[src/rtl/irqu_pkg.sv]
package irqu_pkg;
    localparam int SRC_N   = 6;
    localparam int LIVE_W  = 8;
    localparam int FIELD_W = 2;

    // flag / mask bit positions
    localparam int F_WP_FAULT  = 0;
    localparam int F_ECC_RDY   = 1;
    localparam int F_DEC_ERR   = 2;
    localparam int F_DEC_FAIL  = 3;
    localparam int F_CTRL_RDY  = 4;
    localparam int F_NAND_RDY  = 5;

    // live status word positions
    localparam int L_NAND_RDY  = 0;
    localparam int L_CTRL_RDY  = 1;
    localparam int L_ECC_RDY   = 2;
    localparam int L_ERR_SEEN  = 3;
    localparam int L_CNT_LO    = 4;
    localparam int L_DEC_FAIL  = 6;

    typedef logic [SRC_N-1:0] src_vec_t;
endpackage

[src/rtl/irqu_edge.sv]
module irqu_edge #(
    parameter int N = 6
) (
    input  logic         clk,
    input  logic         rst_n,
    input  logic [N-1:0] lvl_i,
    output logic [N-1:0] rise_o
);
    logic [N-1:0] prev_q;

    for (genvar g = 0; g < N; g++) begin : g_bit
        always_ff @(posedge clk) begin
            if (!rst_n) prev_q[g] <= 1'b0;
            else        prev_q[g] <= lvl_i[g];
        end
        assign rise_o[g] = lvl_i[g] & ~prev_q[g];
    end
endmodule

[src/rtl/irqu_flags.sv]
module irqu_flags #(
    parameter int N = 6
) (
    input  logic         clk,
    input  logic         rst_n,
    input  logic [N-1:0] rise_i,
    input  logic         clr_i,
    output logic [N-1:0] flags_o
);
    logic [N-1:0] flags_q;
    logic [N-1:0] flags_d;

    always_comb begin
        flags_d = clr_i ? '0 : flags_q;
        flags_d = flags_d | rise_i;   // a new edge wins over the clear
    end

    always_ff @(posedge clk) begin
        if (!rst_n) flags_q <= '0;
        else        flags_q <= flags_d;
    end

    assign flags_o = flags_q;
endmodule

[src/rtl/irqu_live.sv]
module irqu_live
    import irqu_pkg::*;
#(
    parameter int CNT_W = 3
) (
    input  logic             nand_rdy,
    input  logic             ctrl_rdy,
    input  logic             ecc_rdy,
    input  logic             err_seen,
    input  logic [CNT_W-1:0] corr_cnt,
    input  logic             dec_fail,
    output logic [LIVE_W-1:0] stat_o
);
    localparam logic [CNT_W-1:0] CNT_ONE = CNT_W'(1);
    localparam logic [CNT_W-1:0] CNT_SAT = CNT_W'(4);

    logic [FIELD_W-1:0] field;

    always_comb begin
        field = '0;
        if (err_seen) begin
            if (corr_cnt == '0)           field = '0;
            else if (corr_cnt >= CNT_SAT) field = '1;
            else                          field = FIELD_W'(corr_cnt - CNT_ONE);
        end
    end

    always_comb begin
        stat_o                          = '0;
        stat_o[L_NAND_RDY]              = nand_rdy;
        stat_o[L_CTRL_RDY]              = ctrl_rdy;
        stat_o[L_ECC_RDY]               = ecc_rdy;
        stat_o[L_ERR_SEEN]              = err_seen;
        stat_o[L_CNT_LO +: FIELD_W]     = field;
        stat_o[L_DEC_FAIL]              = dec_fail;
    end
endmodule

[src/rtl/nand_evt_irq.sv]
module nand_evt_irq
    import irqu_pkg::*;
#(
    parameter int CNT_W = 3
) (
    input  logic              clk,
    input  logic              rst_n,
    input  logic [SRC_N-1:0]  evt_i,
    input  logic              mask_wr_en,
    input  logic [SRC_N-1:0]  mask_wr_data,
    output logic [SRC_N-1:0]  mask_q,
    input  logic              flag_rd_en,
    output logic [SRC_N-1:0]  flag_rd_data,
    output logic              irq,
    input  logic              live_nand_rdy,
    input  logic              live_ctrl_rdy,
    input  logic              live_ecc_rdy,
    input  logic              live_err_seen,
    input  logic [CNT_W-1:0]  live_corr_cnt,
    input  logic              live_dec_fail,
    output logic [LIVE_W-1:0] live_stat
);
    src_vec_t rise;
    src_vec_t flags;
    src_vec_t mask_r;

    irqu_edge #(.N(SRC_N)) u_edge (
        .clk    (clk),
        .rst_n  (rst_n),
        .lvl_i  (evt_i),
        .rise_o (rise)
    );

    irqu_flags #(.N(SRC_N)) u_flags (
        .clk     (clk),
        .rst_n   (rst_n),
        .rise_i  (rise),
        .clr_i   (flag_rd_en),
        .flags_o (flags)
    );

    always_ff @(posedge clk) begin
        if (!rst_n)          mask_r <= '0;
        else if (mask_wr_en) mask_r <= mask_wr_data;
    end

    irqu_live #(.CNT_W(CNT_W)) u_live (
        .nand_rdy (live_nand_rdy),
        .ctrl_rdy (live_ctrl_rdy),
        .ecc_rdy  (live_ecc_rdy),
        .err_seen (live_err_seen),
        .corr_cnt (live_corr_cnt),
        .dec_fail (live_dec_fail),
        .stat_o   (live_stat)
    );

    assign mask_q       = mask_r;
    assign flag_rd_data = flags;
    assign irq          = |(flags & mask_r);
endmodule

[config.mk]
export PLATFORM = sky130hd
export DESIGN_NAME = nand_evt_irq
export DESIGN_NICKNAME = d
export VERILOG_FILES = /design/src/rtl/irqu_pkg.sv /design/src/rtl/irqu_edge.sv /design/src/rtl/irqu_flags.sv /design/src/rtl/irqu_live.sv /design/src/rtl/nand_evt_irq.sv
export SDC_FILE = /design/constraint.sdc
export NUM_CORES = 1
export LEC_CHECK = 0
export BUFFER_PORTS_ARGS = -buffer_cell sky130_fd_sc_hd__buf_2
export CORE_MARGIN = 2
export CORE_UTILIZATION = 35
export CTS_CLUSTER_SIZE = 28
export DETAILED_ROUTE_END_ITERATION = 6
export PLACE_DENSITY = 0.69
export SLEW_MARGIN = 5
export SYNTH_ARGS = -nofsm -noshare
export SYNTH_HDL_FRONTEND = slang
export SYNTH_SLANG_ARGS = --single-unit
[constraint.sdc]
create_clock -name clk -period 0.8 [get_ports clk]
set_input_delay 0.04 -clock clk [delete_from_list [all_inputs] [get_ports clk]]
set_output_delay 0.04 -clock clk [all_outputs]
set_load 0.01 [all_outputs]
# After elaboration in Yosys (flattened, before gate mapping)
# Index checks and enable logic that the tools add are counted.
# word_totals
register_bits,18
out_inout_bits,21
elab_cells,30
# op_classes
n_addsub,1
n_lt_le_gt_ge,1
muxes,4
bitwise_logic,14
reduce_logical,2
# op_table
operator,n
$and A1 B1 Y1,6
$and A6 B6 Y6,1
$mux W2,3
$mux W6,1
$not A1 Y1,6
$or A6 B6 Y6,1
$reduce_or A6 Y1,1
$ge A3 B3 Y1 const B,1
$logic_not A3 Y1,1
$sub A2 B1 Y2 const B,1

# Logic depth before layout (Yosys ltp)
# Gate-level depths: netlist of run 1.
# logic_depth
depth_word,4
ltp_mapped,4
depth_no_buf,4

# By module
# From an unflattened synthesis of run 1, not the netlist that was laid out.
# unflattened
cells_unflattened,73
area_unflattened_um2,745.7
# modules_own_cells
mod,instances,cells_each,area_each_um2,seq_area_each_um2
nand_evt_irq,1,23,256.5,120.1
irqu_flags,1,18,202.7,120.1
irqu_edge,1,18,195.2,120.1
irqu_live,1,14,91.3,0.0

# Least setup slack after synthesis of run 1
# OpenSTA, ideal clock, no wires.
# synth_timing
path_kind,register to output
startpoint,"register u_flags.flags_q[2], in the netlist u_flags.flags_o[2]"
endpoint,output irq
arrival_ns,0.646
t_required_ns,0.760
setup_slack_ns,0.114
path_stages_with_launch,3
cell_sequence,dfxtp_1 a22oi_1 nand3_1
# synth_between
elab_chain_cells,2
# synth_rtl
item,line,source
start: declaration,irqu_flags.sv:10,logic [N-1:0] flags_q;
start signal: assignment,irqu_flags.sv:20,else flags_q <= flags_d;
$and A6 B6 Y6,nand_evt_irq.sv:59,assign irq = |(flags & mask_r);
$reduce_or A6 Y1,nand_evt_irq.sv:59,
end: declaration,nand_evt_irq.sv:14,"output logic irq,"
# No other way between the ends.

# Worst setup path after layout of run 1
# layout_timing
startpoint,"register u_flags.flags_q[0], in the netlist u_flags.flags_o[0]"
endpoint,output irq
# Same word-level chain as after synthesis.

==> flow_metrics.py, run 1 <==
metrics = {
    "outcome": {
        "status": "finished, violations left",
        "violations_in_the_final_reports": "negative setup slack",
    },
    "synthesis": {
        "synthTopCellsByCount": "dfxtp_1, nand2b_1, buf_4",
        "ys_dominant_reg_cell": "dfxtp_1",
        "cell_type_with_the_highest_aggregate_area_in_the_netlist": "dfxtp_1",
        "synth.lib_cells_used.distinct": 15,
        "syn_inst": 74,
        "synth.yosys.warnings": 0,
        "synth.area.top_cells": "dfxtp_1, nand2b_1, a21boi_2",
        "post_synth.cell_area_avg_um2": 10.6,
        "synth_most_common_cell": "dfxtp_1",
        "ys_async_sr_fraction": 0,
        "ff_latch_count_synth": 18,
        "synth_seq_area_share": 0.460,
        "post_synth_instance_area_um2": 783,
        "edff_count_synth": 0,
        "syn-num-nets": 99,
        "post-synth-top-area-fraction": 0.460,
    },
    "global_route": {
        "number_of_antenna_violations_at_the_first_check_in_global_routing": 0,
        "gr-usage-all-layers": 0.122,
        "grt_start_max_net_pins": 19,
        "grt_pass1_wl_um": 2390,
        "global_route.overflow_total": 0,
        "first_global_vias": 544,
    },
    "cells_and_area": {
        "finalNetCount": 148,
        "ff_latch_area_um2": 375,
        "utilization": 0.585,
        "layout-drive-gt1-share": 0.678,
        "nFillCells": 179,
        "multiInputGateArea_um2": 404,
        "finish.cell_count_without_fillers": 149,
        "flow.area_growth_from_synthesis_pct": 62.1,
        "number_of_diodes": 0,
    },
    "timing": {
        "setup_slack_ns": -0.279,
        "fmax_mhz": 927,
        "min_period_over_period": 1.35,
        "report.final.slew_viol_count": 0,
        "grt_setup_unrepaired": "yes",
        "period_minus_slack_ns": 1.08,
        "finalSetupViolCount": 9,
        "report.final.hold_viol_count": 0,
        "fin_worst_skew_ns": 0.00416,
    },
    "die": {
        "placeableCoreArea_um2": 2170,
        "die_width_um": 51.3,
        "dieArea_um2": 2630,
        "floorplan.rows": 17,
        "num_io_pins": 45,
        "die-height_um": 51.3,
        "initial_core_util": 0.361,
    },
    "route": {
        "dr.pass1.iters": 2,
        "wirelength_um": 1600,
        "drt-vias-per-instance": 4.29,
        "wl_per_cell_um": 10.7,
        "drc": 0,
        "vias": 639,
        "drt.antenna.violating_nets": 0,
        "drt_first_iter_violations": 2,
    },
    "setup_path": {
        "critPathBufInv": 1,
        "critical_path.endpoint_type": "output pin",
        "cp-start-kind": "flip-flop",
        "critical_path_fanouts_max": 2,
        "crit_required_ns": 0.76,
        "timing.critical_path.cells": "a22oi_2 -> nand3_1 -> buf_2",
        "largest_incremental_delay_on_the_critical_path_ns": 0.33,
        "timing.setup.critical_path_class": "flip-flop to output pin",
        "critical_path_s_top_delay_family": "flip-flops",
        "crit_arrival_ns": 1.04,
        "worst_path_max_delay_cell": "dfxtp_2",
    },
    "clock_network": {
        "clk_path_buf_depth": 2,
        "clock_tree_from_tritoncts": "yes",
        "skew_pair_late_insertion_delay_ns": 0.28,
        "clock_tree.root_cell": "clkbuf_4",
        "cts_inserted_buffers": 3,
        "cts_htree_levels": 1,
        "cts.sinks": 18,
        "clk_pin_slew_ns": 0.10,
    },
    "power_and_ir_drop": {
        "totalPowerFinal_uw": 1870,
        "cellPowerDensity_nw_per_um2": 1470,
        "peakVddDrop_mv": 1.24,
        "power.static_leakage_uw": 0.000594,
    },
    "flow_run": {
        "cap_violations": 0,
    },
    "hold_path": {
        "hold_path.class": "input port to flip-flop",
    },
    "place": {
        "port-buffer-count": 35,
        "post-dp-hpwl_um": 1100,
        "dp_cells": 135,
        "place_congestion": 0.676,
    },
}
==> repair_timing <==
item,4_1_cts,5_1_grt
setup buffers,1,5
hold buffers,6,0
setup endpoints to repair,13,15
endpoints found under the hold margin,6,0
resized for setup,29,13
pin swaps,1,5
==> layout by cell type (no fill, tap or decap) <==
cell | synthesis | final
conb_1 | 1 | 1
nor2b_1 | 6 | 6
dlygate4sd3_1 | 0 | 6
nand3_1 | 1 | 1
buf_6 | 1 | 20
mux2i_1 | 6 | 6
and2_2 | 6 | 6
inv_2 | 0 | 2
nand2b_1 | 12 | 8
nor2_1 | 2 | 2
nand2b_4 | 0 | 4
a21boi_2 | 6 | 6
ha_4 | 0 | 1
a22oi_1 | 3 | 1
buf_4 | 7 | 4
buf_2 | 0 | 22
clkbuf_4 | 0 | 3
o21a_1 | 2 | 2
dfxtp_1 | 18 | 6
dfxtp_2 | 0 | 12
a22oi_2 | 0 | 2
==> through the flow <==
step	setup TNS, ns	cell area [um2]	setup WS, ns	hold WS (ns)
2_1_floorplan	0	783	0.114	0.168
3_3_place_gp	-0.0108	975	-0.0108	0.0801
3_5_place_dp	-0.0247	975	-0.0247	0.0801
4_1_cts	-0.875	1170	-0.293	0.0108
5_1_grt	-1.43	1270	-0.347	0.0171
6_report	-1.00	1270	-0.279	0.00807
==> per-layer routing <==
| metal | vias up | GRT usage | wire length, um |
|---|---|---|---|
| li1 | 330 | - | - |
| met2 | 24 | 0.182 | 745 |
| met3 | 2 | 0.0439 | 113 |
| met5 | - | 0 | 0 |
| met1 | 283 | 0.160 | 725 |
| met4 | 0 | 0.0482 | 13 |
==> sequential cells by signal (all words and copies together) (netlist names) <==
signal	flops
mask_q	6
u_edge.prev_q	6
u_flags.flags_o	6
==> final cells by class <==
cell class / instances / share of cell area
well taps: 28 / 0.0276
inverters: 2 / 0.00591
repair buffers: 52 / 0.335
multi-input cells: 46 / 0.318
clock buffers: 3 / 0.0177
flip-flops and latches: 18 / 0.296
==> report_power, final <==
group / leakage [uW] / internal [uW] / switching, uW / total, uW
registers: 0.000153 / 958 / 37.4 / 996
logic: 0.000426 / 282 / 163 / 445
clock network: 0.0000138 / 175 / 256 / 431
==> logic make-up (layout without fill, tap and decap cells) <==
family,count (synthesis),in the layout,synth area share
buffers and inverters,10,57,0.0911
muxes,6,6,0.0767
DFF,18,18,0.460
other,1,1,0.00479
AOI/OAI and AO/OA,11,11,0.134
adders and majority gates,1,1,0.0160
and+or+nand+nor,27,27,0.217
==> tightest hold or removal path, cell delays in order <==
cell and delay (ns):
buf_2 0.07, mux2i_1 0.05, nor2b_1 0.10
==> path summary, 6_finish.rpt <==
kind	startpoint	to	slack, ns	cells past startpoint
max	u_flags.flags_o[0]	irq	-0.28	3
min	mask_wr_data[1]	mask_q[1]	0.008	3
max reg2reg	u_flags.flags_o[3]	u_flags.flags_o[3]	0.02	4
min reg2reg	u_edge.prev_q[2]	u_flags.flags_o[2]	0.49	2
(Power assumes the default switching activity.)
==> inputs of run 2 (changes only) <==
BUFFER_PORTS_ARGS = unset   (was -buffer_cell sky130_fd_sc_hd__buf_2)
DONT_BUFFER_PORTS = 1   (was unset)
PLACE_DENSITY = unset   (was 0.69)
==> run 2 against run 1 <==
Effect of this change: the flow finishes with violations (negative hold slack, negative setup slack); clock skew down 0.0018 ns; sequential power about the same; wire length down 5.9%; flip-flop and latch count unchanged; combinational power down 33%; global-route usage up 0.47 points; final cell count down 18%; first-iteration DRC count rose to 2.5 times the previous value; power down 7.6%; worst hold slack worse by 0.080 ns; count of clock-buffer cells in the layout unchanged.
==> flow_metrics.py, run 2 (synthesized netlist as in run 1, its figures left out) <==
metrics = {
    "clock_network": {
        "skew_pair_late_insertion_delay_ns": 0.28,
        "cts_htree_levels": 1,
        "cts-hold-fix-buffers": 14,
        "cts_inserted_buffers": 3,
        "clock_tree_from_tritoncts": "yes",
        "clock_tree.root_cell": "clkbuf_4",
        "cts.sinks": 18,
        "clk_pin_slew_ns": 0.09,
        "clk_path_buf_depth": 2,
    },
    "outcome": {
        "violations_in_the_final_reports": "negative hold slack, negative setup slack",
        "status": "finished, violations left",
    },
    "hold_path": {
        "worst_hold_startpoint": "mask_wr_en",
        "hold_path.class": "input port to flip-flop",
    },
    "power_and_ir_drop": {
        "pwr-share-comb": 0.174,
        "switching_share": 0.238,
        "cell_internal_pwr_uw": 1320,
        "cellPowerDensity_nw_per_um2": 1600,
        "power.net_switching_uw": 411,
        "power_frac_clock": 0.248,
        "peakVddDrop_mv": 1.17,
        "sequentialPowerShare": 0.578,
        "power.static_leakage_uw": 0.000455,
    },
    "cells_and_area": {
        "utilization": 0.499,
        "finalNetCount": 121,
        "layout_common_cells": "dlygate4sd3_1, nand2b_1, dfxtp_2, buf_6",
        "flow.area_growth_from_synthesis_pct": 38.2,
        "number_of_diodes": 0,
        "nFillCells": 206,
        "mostFrequentLayoutCell": "dlygate4sd3_1",
        "layout-drive-gt1-share": 0.457,
    },
    "global_route": {
        "global_route.overflow_total": 0,
        "number_of_antenna_violations_at_the_first_check_in_global_routing": 0,
        "grt_start_max_net_pins": 19,
        "gr-usage-all-layers": 0.127,
        "grt_pass1_wl_um": 2450,
        "first_global_vias": 536,
    },
    "timing": {
        "report.final.hold_viol_count": 6,
        "fin_worst_skew_ns": 0.00232,
        "setup_slack_ns": -0.183,
        "period_minus_slack_ns": 0.983,
        "grt_setup_unrepaired": "yes",
        "report.final.slew_viol_count": 0,
        "fmax_mhz": 1020,
        "finalSetupViolCount": 4,
        "min_period_over_period": 1.23,
        "final.hold.worst_slack_ns": -0.0717,
    },
    "setup_path": {
        "critical_path_s_top_delay_family": "flip-flops",
        "critical_path.endpoint_type": "output pin",
        "timing.critical_path.cells": "a22oi_2 -> nand3_2",
        "largest_incremental_delay_on_the_critical_path_ns": 0.36,
        "worst-r2r-setup-slack_ns": 0.03,
        "timing.setup.critical_path_class": "flip-flop to output pin",
        "crit_required_ns": 0.76,
        "rr_startpoint": "mask_q[0]",
        "cp-start-kind": "flip-flop",
        "startpoint": "u_flags.flags_o[2]",
        "crit_arrival_ns": 0.94,
        "critPathBufInv": 0,
        "critical_path_fanouts_max": 2,
        "worst_path_max_delay_cell": "dfxtp_4",
    },
    "place": {
        "port-buffer-count": 0,
        "post-dp-hpwl_um": 1110,
        "place_congestion": 0.603,
        "dp_worst_setup_slack_ns": 0.0591,
    },
    "route": {
        "dr.pass1.iters": 2,
        "drt_first_iter_violations": 5,
        "drt.antenna.violating_nets": 0,
        "wirelength_um": 1500,
        "wl_per_cell_um": 12.3,
        "drt-vias-per-instance": 4.47,
        "vias": 545,
        "drc": 0,
    },
    "die": {
        "floorplan.rows": 17,
        "die_width_um": 51.3,
        "placeableCoreArea_um2": 2170,
        "dieArea_um2": 2630,
        "die-height_um": 51.3,
        "num_io_pins": 45,
        "initial_core_util": 0.361,
    },
    "flow_run": {
        "cap_violations": 0,
    },
}
## run 2: cell count changes in the layout (fill, tap and decap cells not counted), moves of 2 or more
cell,change
buf_2,-22
buf_6,-11
dlygate4sd3_1,+7
nand2b_1,+4
nand2b_4,-4
dfxtp_2,-3
dfxtp_4,+3
buf_4,-2
inv_1,+2
inv_2,-2
## run 2: area by class of cell
class	count	area, um2	share of cell area
flip-flops and latches	18	383	0.354
multi-input cells	46	375	0.347
repair buffers	25	259	0.239
well taps	28	35.0	0.0324
clock buffers	3	22.5	0.0208
inverters	2	7.51	0.00694
## run 2: power by group through the flow
stage                     sequential, uW  clock [uW]  combinational (uW)
final                                999         429                 300
after floorplan                     1020           0                 169
after global routing                1010         497                 329
after detailed placement            1010           0                 196
after global placement              1010           0                 190
after CTS                           1000         447                 294
## run 2: through the flow
| step | hold WS (ns) | std cells | power (uW) | instance area [um2] | setup TNS (ns) |
|---|---|---|---|---|---|
| global placement | 0.0801 | 103 | 1200 | 822 | 0 |
| global route | -0.0832 | 122 | 1830 | 1080 | -0.846 |
| floorplan | 0.168 | 74 | 1180 | 783 | 0 |
| detailed placement | 0.0801 | 103 | 1210 | 822 | 0 |
| finish | -0.0717 | 122 | 1730 | 1080 | -0.413 |
| CTS | -0.0743 | 121 | 1750 | 1060 | -1.83 |
## run 2: path summary, 6_finish.rpt
path	to	cells past startpoint
max	irq	2
min	mask_q[4]	2
max reg2reg	mask_q[0]	3
min reg2reg	u_flags.flags_o[4]	2
## run 2: what timing repair did
action,4_1_cts,5_1_grt
gates resized for setup,22,8
pin swaps,2,1
setup buffers,1,1
endpoints found under the hold margin,18,6
setup endpoints to repair,10,29
gates cloned,0,0
## run 2: metal layers
layer  share of wire  track usage  routed length, um
met1            0.44        0.168                655
met5               0            0                  0
met4               0       0.0263                  0
met2            0.47        0.188                712
met3           0.090       0.0585                136
==> inputs of run 3 (changes only) <==
clock period = 0.95 ns   (was 0.8 ns; I/O delays follow)
==> run 3 against run 2 <==
Effect of this change: the flow finishes with violations (negative setup slack); via count is 4.8% lower; cell area is 9.6% lower; combinational power is 38% lower; setup slack better by 0.10 ns.
==> flow_metrics.py, run 3 (synthesized netlist as in run 1, its figures left out) <==
metrics = {
    "timing": {
        "final.hold.worst_slack_ns": 0.0951,
        "fmax_mhz": 969,
        "report.final.hold_viol_count": 0,
        "fin_worst_skew_ns": 0.000651,
        "setup_slack_ns": -0.0818,
        "report.final.slew_viol_count": 0,
        "min_period_over_period": 1.09,
        "finalSetupViolCount": 1,
        "grt_setup_unrepaired": "yes",
        "period_minus_slack_ns": 1.03,
    },
    "global_route": {
        "first_global_vias": 475,
        "grt_start_max_net_pins": 19,
        "grt_pass1_wl_um": 2220,
        "global_route.overflow_total": 0,
        "number_of_antenna_violations_at_the_first_check_in_global_routing": 0,
        "gr-usage-all-layers": 0.112,
    },
    "route": {
        "wl_per_cell_um": 12.5,
        "vias": 519,
        "dr.pass1.iters": 2,
        "drt-vias-per-instance": 4.59,
        "drt_first_iter_violations": 7,
        "wirelength_um": 1410,
        "drc": 0,
        "drt.antenna.violating_nets": 0,
    },
    "setup_path": {
        "cp-start-kind": "flip-flop",
        "critical_path_fanouts_max": 3,
        "critical_path.endpoint_type": "output pin",
        "crit_arrival_ns": 0.98,
        "timing.setup.critical_path_class": "flip-flop to output pin",
        "rr_startpoint": "u_flags.flags_o[1]",
        "startpoint": "mask_q[0]",
        "crit_required_ns": 0.90,
    },
    "cells_and_area": {
        "layout-drive-gt1-share": 0.306,
        "finalNetCount": 111,
        "flow.area_growth_from_synthesis_pct": 24.9,
        "finish.cell_count_without_fillers": 113,
        "number_of_diodes": 0,
        "nFillCells": 198,
        "mostFrequentLayoutCell": "dlygate4sd3_1",
        "layout_common_cells": "dlygate4sd3_1, nand2b_1, dfxtp_1",
    },
    "clock_network": {
        "clock_tree.root_cell": "clkbuf_4",
        "clk_pin_slew_ns": 0.10,
        "cts.sinks": 18,
        "post_cts_buffers": 0,
        "skew_pair_late_insertion_delay_ns": 0.29,
        "clk_path_buf_depth": 2,
        "cts_htree_levels": 1,
        "cts_inserted_buffers": 3,
        "clock_tree_from_tritoncts": "yes",
    },
    "power_and_ir_drop": {
        "power_frac_clock": 0.311,
        "switching_share": 0.238,
        "peakVddDrop_mv": 0.903,
        "cell_internal_pwr_uw": 1150,
        "pwr-share-comb": 0.123,
        "power.static_leakage_uw": 0.000410,
        "power.net_switching_uw": 358,
        "sequentialPowerShare": 0.567,
        "cellPowerDensity_nw_per_um2": 1540,
    },
    "die": {
        "dieArea_um2": 2630,
        "num_io_pins": 45,
        "floorplan.rows": 17,
        "die_width_um": 51.3,
        "die-height_um": 51.3,
        "initial_core_util": 0.361,
        "placeableCoreArea_um2": 2170,
    },
    "place": {
        "place_congestion": 0.590,
        "dp_worst_setup_slack_ns": 0.169,
        "dp_cells": 94,
        "post-dp-hpwl_um": 1020,
        "port-buffer-count": 0,
    },
    "outcome": {
        "violations_in_the_final_reports": "negative setup slack",
        "status": "finished, violations left",
    },
    "hold_path": {
        "worst_hold_startpoint": "live_ctrl_rdy",
        "hold_path.class": "input port to output pin",
    },
    "flow_run": {
        "cap_violations": 0,
    },
}
-- run 3: timing repair --
action                                  4_1_cts  5_1_grt
hold endpoints to repair                     18        0
gates cloned                                  0        0
pin swaps                                     2        2
endpoints found under the setup margin        1        9
hold buffers                                 15        0
gates resized for setup                      10        4
-- run 3: layout make-up --
class	instances	area, um2	share of cell area
Sequential cell	18	373	0.381
Tap cell	28	35.0	0.0358
Timing Repair Buffer	15	155	0.159
Multi-Input combinational cell	46	372	0.380
Inverter	2	7.51	0.00767
Clock buffer	4	36.3	0.0371
-- run 3: routing by layer --
metal / vias up / track usage / share of wire
li1: 258 / - / -
met1: 236 / 0.135 / 0.43
met2: 25 / 0.182 / 0.47
met3: 0 / 0.0614 / 0.10
met4: 0 / 0.0132 / 0
met5: - / 0 / 0
-- run 3: worst paths after layout --
check / end / slack (ns) / cells past startpoint
setup reg to reg: u_flags.flags_o[1] / 0.22 / 2
hold reg to reg: u_flags.flags_o[2] / 0.49 / 2
setup / recovery: irq / -0.08 / 2
hold / removal: live_stat[1] / 0.1 / 0
-- run 3: power groups by stage --
stage,Sequential [uW],Clock [uW],Combinational [uW]
5_1_grt,860,519,205
6_report,853,468,185
2_1_floorplan,856,0,142
3_5_place_dp,866,0,113
4_1_cts,855,484,186
3_3_place_gp,865,0,110
-- run 3: critical path, stage by stage (launching register included) --
cell	delay, ns
dfxtp_2	0.36
a22oi_2	0.20
nand3_2	0.13
-- run 3: through the flow --
step / utilization / power (uW) / instance area, um2 / TNS (ns)
2_1_floorplan: - / 998 / 783 / 0
3_3_place_gp: 0.348 / 975 / 754 / 0
3_5_place_dp: 0.348 / 979 / 754 / 0
4_1_cts: 0.447 / 1530 / 970 / -0.104
5_1_grt: 0.451 / 1580 / 978 / -0.128
6_report: 0.451 / 1510 / 978 / -0.0818
